$ cat src/rtl/rchg_pkg.sv
package rchg_pkg;
  typedef enum logic [1:0] {
    MODE_OFF    = 2'd0,
    MODE_FIXED  = 2'd1,
    MODE_ADAPT  = 2'd2,
    MODE_EXTCMP = 2'd3
  } rchg_mode_e;
endpackage

$ cat src/rtl/rchg_interval_ctr.sv
module rchg_interval_ctr #(
  parameter int CNT_W = 16
) (
  input  logic             clk,
  input  logic             rst,
  input  logic             start_i,
  input  logic             tick_i,
  output logic [CNT_W-1:0] cnt_o
);
  localparam logic [CNT_W-1:0] CNT_TOP = {CNT_W{1'b1}};

  logic [CNT_W-1:0] cnt_q;

  always_ff @(posedge clk) begin
    if (rst) begin
      cnt_q <= '0;
    end else if (start_i) begin
      cnt_q <= '0;
    end else if (tick_i && (cnt_q != CNT_TOP)) begin
      cnt_q <= cnt_q + 1'b1;
    end
  end

  assign cnt_o = cnt_q;

  AST_CNT_SATURATE: assert property (@(posedge clk) disable iff (rst)
    (cnt_q == CNT_TOP && !start_i) |=> (cnt_q == CNT_TOP));
  AST_CNT_RESTART: assert property (@(posedge clk) disable iff (rst)
    start_i |=> (cnt_q == '0));
endmodule

$ cat src/rtl/rchg_sample_hist.sv
module rchg_sample_hist #(
  parameter int HIST_W = 4
) (
  input  logic              clk,
  input  logic              rst,
  input  logic              start_i,
  input  logic              sample_i,
  output logic [HIST_W-1:0] hist_o
);
  logic [HIST_W-1:0] hist_q;

  always_ff @(posedge clk) begin
    if (rst) begin
      hist_q <= '0;
    end else if (start_i) begin
      hist_q <= {hist_q[HIST_W-2:0], sample_i};
    end
  end

  assign hist_o = hist_q;

  AST_HIST_SHIFT: assert property (@(posedge clk) disable iff (rst)
    start_i |=> (hist_q[HIST_W-1:1] == $past(hist_q[HIST_W-2:0])));
  AST_HIST_HOLD: assert property (@(posedge clk) disable iff (rst)
    !start_i |=> $stable(hist_q));
endmodule

$ cat src/rtl/rchg_max_track.sv
module rchg_max_track #(
  parameter int CNT_W = 16
) (
  input  logic             clk,
  input  logic             rst,
  input  logic             start_i,
  input  logic             healthy_i,
  input  logic             clr_i,
  input  logic [CNT_W-1:0] cnt_i,
  output logic [CNT_W-1:0] max_o
);
  logic [CNT_W-1:0] max_q;
  logic             take;

  assign take = start_i && healthy_i && (cnt_i > max_q);

  always_ff @(posedge clk) begin
    if (rst) begin
      max_q <= '0;
    end else if (clr_i) begin
      max_q <= '0;
    end else if (take) begin
      max_q <= cnt_i;
    end
  end

  assign max_o = max_q;

  AST_CLEAR_WINS: assert property (@(posedge clk) disable iff (rst)
    clr_i |=> (max_q == '0));
  AST_MAX_HOLD_IDLE: assert property (@(posedge clk) disable iff (rst)
    (!clr_i && !start_i) |=> $stable(max_q));
  AST_MAX_NO_DROP: assert property (@(posedge clk) disable iff (rst)
    !clr_i |=> (max_q >= $past(max_q)));
  AST_MAX_UNHEALTHY: assert property (@(posedge clk) disable iff (rst)
    (!clr_i && !healthy_i) |=> $stable(max_q));
endmodule

$ cat src/rtl/rchg_monitor.sv
module rchg_monitor #(
  parameter int CNT_W  = 16,
  parameter int HIST_W = 4,
  parameter int STAT_W = 32
) (
  input  logic              clk,
  input  logic              rst,
  input  logic              rchg_start_i,
  input  logic              above_ok_i,
  input  logic              lf_tick_i,
  input  logic              stat_wr_i,
  input  logic              mode_wr_i,
  input  logic [1:0]        mode_wdata_i,
  output logic [1:0]        mode_o,
  output logic [STAT_W-1:0] status_o
);
  import rchg_pkg::*;

  localparam int PAD_W = STAT_W - HIST_W - CNT_W;

  logic [CNT_W-1:0]  cnt;
  logic [CNT_W-1:0]  max_val;
  logic [HIST_W-1:0] hist;
  rchg_mode_e        mode_q;

  rchg_interval_ctr #(.CNT_W(CNT_W)) u_ctr (
    .clk     (clk),
    .rst     (rst),
    .start_i (rchg_start_i),
    .tick_i  (lf_tick_i),
    .cnt_o   (cnt)
  );

  rchg_sample_hist #(.HIST_W(HIST_W)) u_hist (
    .clk      (clk),
    .rst      (rst),
    .start_i  (rchg_start_i),
    .sample_i (above_ok_i),
    .hist_o   (hist)
  );

  rchg_max_track #(.CNT_W(CNT_W)) u_max (
    .clk       (clk),
    .rst       (rst),
    .start_i   (rchg_start_i),
    .healthy_i (above_ok_i),
    .clr_i     (stat_wr_i),
    .cnt_i     (cnt),
    .max_o     (max_val)
  );

  always_ff @(posedge clk) begin
    if (rst) begin
      mode_q <= MODE_EXTCMP;
    end else if (mode_wr_i) begin
      mode_q <= rchg_mode_e'(mode_wdata_i);
    end
  end

  assign mode_o   = mode_q;
  assign status_o = {{PAD_W{1'b0}}, hist, max_val};

  AST_MODE_HOLD: assert property (@(posedge clk) disable iff (rst)
    !mode_wr_i |=> $stable(mode_o));
  AST_MODE_LOAD: assert property (@(posedge clk) disable iff (rst)
    mode_wr_i |=> (mode_o == $past(mode_wdata_i)));
  AST_PAD_ZERO: assert property (@(posedge clk) disable iff (rst)
    status_o[STAT_W-1:HIST_W+CNT_W] == '0);
endmodule

$ cat config.mk
export PLATFORM = sky130hd
export DESIGN_NAME = rchg_monitor
export DESIGN_NICKNAME = d
export VERILOG_FILES = /design/src/rtl/rchg_pkg.sv /design/src/rtl/rchg_interval_ctr.sv /design/src/rtl/rchg_sample_hist.sv /design/src/rtl/rchg_max_track.sv /design/src/rtl/rchg_monitor.sv
export SDC_FILE = /design/constraint.sdc
export NUM_CORES = 1
export LEC_CHECK = 0
export ABC_CLOCK_PERIOD_IN_PS = 2200
export CORE_MARGIN = 5
export CORE_UTILIZATION = 45
export CTS_CLUSTER_SIZE = 20
export DETAILED_ROUTE_END_ITERATION = 10
export PLACE_DENSITY = 0.72
export SLEW_MARGIN = 20
export SYNTH_ARGS = -nofsm -noshare
export SYNTH_HDL_FRONTEND = slang
export SYNTH_HIERARCHICAL = 1
export SYNTH_SLANG_ARGS = --single-unit
$ cat constraint.sdc
create_clock -name clk -period 2.2 [get_ports clk]
set_clock_uncertainty 0.2 [all_clocks]
set_input_delay 0.22 -clock clk [delete_from_list [all_inputs] [get_ports clk]]
set_output_delay 0.22 -clock clk [all_outputs]
set_load 0.05 [all_outputs]
# Word level (Yosys, flattened, before mapping)
# Cells that the tools add are included.
[totals] out_inout_bits=34 inputBits=9 regBits=38
[op_classes] order_cmp=1 n_eq_ne=1 addsub=1 n_reduce_logical=5
[op_table] cell="adder 16 x 1 -> 16 bit (second input constant)" count=1
[op_table] cell="greater-than comparator 16 bit" count=1
[op_table] cell="inequality test 16 bit (second input constant)" count=1
[op_table] cell="OR reduction 2 bit" count=2
[op_table] cell="logical AND 1 bit" count=3

# Depth between registers and ports, before layout
# Gate-level depths: netlist of the first run.
[depth] depth_word=2 mapped_depth=9

# Cells and area by module
# The synthesis of the first run kept the hierarchy.
[modules_own_cells] mod="rchg_max_track" cells_each=126 area_per_inst_um2=1089.8 seq_area_each_um2=320.3 n_inst=1
[modules_own_cells] mod="rchg_interval_ctr" cells_each=102 area_per_inst_um2=917.1 seq_area_each_um2=320.3 n_inst=1
[modules_own_cells] mod="rchg_monitor" cells_each=19 area_per_inst_um2=163.9 seq_area_each_um2=40.0 n_inst=1
[modules_own_cells] mod="rchg_sample_hist" cells_each=13 area_per_inst_um2=140.1 seq_area_each_um2=80.1 n_inst=1

# Worst setup path before layout of the first run
# No wires, ideal clock.
[synth_path] path_type="register to register" from="reg u_max.max_q[15], in the netlist u_max/max_o[15]" to="reg u_max.max_q[13], in the netlist u_max/max_o[13]" period_less_slack_ns=2.375 path_stages_with_launch=10 setup_slack_ns=-0.175 t_required_ns=1.928 arrival_time_ns=2.103 cell_sequence="dfxtp_1 > inv_1 > ha_1 > nand4_2 > nor3_2 > a21boi_2 > o31a_1 > buf_6 > buf_12 > mux2i_1"
[synth_between] elab_chain_len=2
[synth_rtl] element="start: declaration" line="rchg_max_track.sv:12" rtl="logic [CNT_W-1:0] max_q;"
[synth_rtl] element="start signal: assignment" line="rchg_max_track.sv:23" rtl="max_q <= cnt_i;"
[synth_rtl] element="greater-than comparator 16 bit" line="rchg_max_track.sv:15" rtl="assign take = start_i && healthy_i && (cnt_i > max_q);"
[synth_rtl] element="logical AND 1 bit" line="rchg_max_track.sv:15"
# No other way between the ends.
# A chain may end at the register's enable or synchronous reset.

# Worst setup path after layout of the first run
[layout_path] from="reg u_max.max_q[8], in the netlist u_max/max_o[8]" to="reg u_max.max_q[4], in the netlist u_max/max_o[4]"
# The elaborated chain is that of the path after synthesis.

==> impl_metrics.json, run 1 <==
{
  "status": "finished clean",
  "placed_cells": 370,
  "p_clk_share_pct": 41.1,
  "ctsRootBufferMaster": "clkbuf_8",
  "vias": 1979,
  "p_leak_nw": 1.15,
  "die_area_um2": 6670,
  "synth_top_family_by_area": "simple AND/OR/NAND/NOR gates",
  "worstPathMaxFanout": 7,
  "layout_commonest_cell": "nand2_1",
  "seqPwrFrac_pct": 48.6,
  "drt_pass1_iterations": 6,
  "holdPathStages": 2,
  "io_buffers": 30,
  "grt_antenna_before_repair": 0,
  "clk_pin_slew_ns": 0.08,
  "track_usage_pct": 16.4,
  "start_kind": "flop",
  "worstRegToRegCells": 8,
  "post_drt_via_cell_ratio": 5.14,
  "rsz0062_at_grt": "true",
  "synthesis.area_um2": 2310,
  "overflow": 0,
  "synth-edff-count": 0,
  "numCtsBuffers": 5,
  "whs_ns": 0.265,
  "coreArea_um2": 5040,
  "cts_tree": "built",
  "synthAdderAreaFrac_pct": 9.20,
  "area_delta_synth_final_pct": 29.4,
  "path_cells": "inv_1 -> ha_1 -> nand4_1 -> buf_4 -> a211oi_1 -> o31a_1 -> buf_12 -> mux2i_2",
  "p_total_mw": 1.43,
  "drc": 0,
  "finalNonFillerCells": 385,
  "grt_pass1_vias": 1815,
  "synth_cells": 260,
  "yosys-top-cells-area": "dfxtp_1, mux2i_1, ha_1, nand2_1, buf_4",
  "synth-simple-area-share_pct": 22.0,
  "power_density_nw_per_um2": 479,
  "cp_slowest_cell": "dfxtp_2",
  "start_util_pct": 45.8,
  "grt_max_degree": 33,
  "rows": 26,
  "synth.distinct_cells": 51,
  "io_pins": 43,
  "r2r_slack_ns": 0.006,
  "required_ns": 2.21,
  "worstHoldEndpoint": "u_max/max_o[5]",
  "cts.htree.levels": 2,
  "cpPeakStageDelay_ns": 0.35,
  "antenna_left": 0,
  "finalSetupViolCount": 0,
  "fin_ws_ns": 0.00571,
  "switching_share_pct": 25.2,
  "yosysWarningCount": 6,
  "max_slew.worst_pin.slew_ns": 0.532,
  "hold_viol": 0,
  "wl_per_cell_um": 13.7,
  "relSlewSlack_pct": 64.5,
  "clock_latency_ns": 0.29,
  "path_buf_inv": 3,
  "muxShareOfSynthArea_pct": 11.3,
  "worst_ep_arrival_time_ns": 2.21,
  "synth-compound-area-share_pct": 13.2,
  "power.internal_mw": 1.07,
  "clockBufferDepth": 2,
  "fmaxAchievable_mhz": 456,
  "final_cell_mix": "nand2_1, clkdlybuf4s50_1, buf_4",
  "synth_xor_area_share_pct": 0,
  "maxCapViolations": 0,
  "clkSinkCount": 38,
  "pre_cts_ws_ns": 0.0604,
  "grt_pass1_wl_mm": 8.31,
  "power_switching_mw": 0.362,
  "ir_worst_vdd_uv": 380,
  "drtIter0Drc": 122,
  "synth-seq-area-share_pct": 32.9,
  "cp_top_family": "compound AO/OA/AOI/OAI gates",
  "fp.dieH_um": 81.7,
  "hold_class": "flop to flop",
  "crit_type": "flop to flop",
  "end_kind": "flop",
  "hold_start": "u_max/max_o[5]",
  "r2r_start": "u_max/max_o[8]",
  "timing.rr.end": "u_max/max_o[4]",
  "avgSynthCellArea_um2": 8.89,
  "fin_crit_sh_pct": 99.7,
  "synthArstFlopShare_pct": 0,
  "hpwlAfterDp_mm": 3.90,
  "min_period_ns": 2.19,
  "drt-total-wl_mm": 5.29,
  "final_nets": 340,
  "yosys_register_bits": 38,
  "slew_violations": 0,
  "yosys.area.top_type": "dfxtp_1",
  "yosysTopAreaCellShare_pct": 32.9,
  "synth_flop_cell": "dfxtp_1",
  "pwr-share-comb_pct": 10.3,
  "finalWeightedCongestion": 0.873,
  "n_antenna_cell": 0,
  "drive_gt1_share_pct": 24.8,
  "die_width_um": 81.7
}
## Yosys cell counts (all sizes together) (3+ instances only)
master,n
or3,7
inv,17
o21ai,6
nand4,7
dfxtp,38
buf,18
nand2,48
nor2,7
and2,4
dlygate4sd1,4
mux2i,26
nor2b,3
nand3,6
a211oi,5
a21oi,13
and3,6
ha,17
nor3,4
a31oi,4
## state kept, by name, summed over array words and instances (netlist names)
signal / count
u_hist/hist_o: 4
u_max/max_o: 16
u_ctr/cnt_o: 16
mode_o: 2
## cell families after synthesis
| family | Yosys count |
|---|---|
| AO/OA/AOI/OAI | 43 |
| adder cells (fa/ha/maj) | 17 |
| buffers and inverters | 40 |
| flip-flops | 38 |
| multiplexers | 26 |
| other | 1 |
| AND/OR/NAND/NOR | 95 |
## power by group through the flow
stage	clock network (mW)	registers, mW	logic (mW)
final	0.590	0.696	0.147
after global routing	0.641	0.698	0.156
after CTS	0.601	0.696	0.145
after detailed placement	0	0.712	0.145
after global placement	0	0.712	0.143
after floorplan	0	0.729	0.104
## per-stage QoR
step                      TNS [ns]  utilization (%)  cell area (um^2)
after global routing         -1.28             59.3              2990
after floorplan                  0                -              2370
final                            0             59.3              2990
after detailed placement         0             54.4              2750
after CTS                        0             56.6              2850
after global placement           0             54.4              2750
## worst reg2reg max path, stage by stage, from the launching register on
cell and delay (ns):
dfxtp_2 0.35, inv_1 0.05, ha_1 0.28, nand4_1 0.15
buf_4 0.17, a211oi_1 0.18, o31a_1 0.34, buf_12 0.18
mux2i_2 0.21
## worst max-delay path by stage
stage,startpoint,slack (ns),cells past startpoint,end
finish,u_max/max_o[8],0.006,8,u_max/max_o[4]
global route,u_max/max_o[8],-0.10,8,u_max/max_o[14]
CTS,u_max/max_o[15],0.04,8,u_max/max_o[4]
detailed placement,u_max/max_o[15],0.06,8,u_max/max_o[4]
global placement,u_max/max_o[15],0.15,8,u_max/max_o[10]
floorplan,u_max/max_o[14],0.02,9,u_max/max_o[13]
## per-layer routing
layer	routed length (um)	vias to the layer above	GRT usage, %
met4	226	0	10.1
met2	2570	47	26.8
met1	2300	915	19.3
li1	-	999	-
met5	0	-	0
met3	198	18	3.84
## timing repair
| action | in CTS | in global routing |
|---|---|---|
| gates resized for setup | 0 | 9 |
| hold buffers | 0 | 0 |
| endpoints found under the setup margin | 0 | 16 |
| setup buffers | 0 | 6 |
## cell type report
class,instances,area [um^2]
well taps,70,87.6
inverters,17,63.8
fillers,456,2050
multi-input cells,193,1400
clock buffers,5,68.8
flip-flops and latches,38,781
clock inverters,3,40.0
repair buffers,59,548
No activity file was read; power rests on OpenSTA's default activity.
==> run 2: changes to the inputs <==
Settings changed: SLEW_MARGIN 20 to unset.
==> results of run 2 <==
Final layout, timing and power as in run 1 (identical DEF).
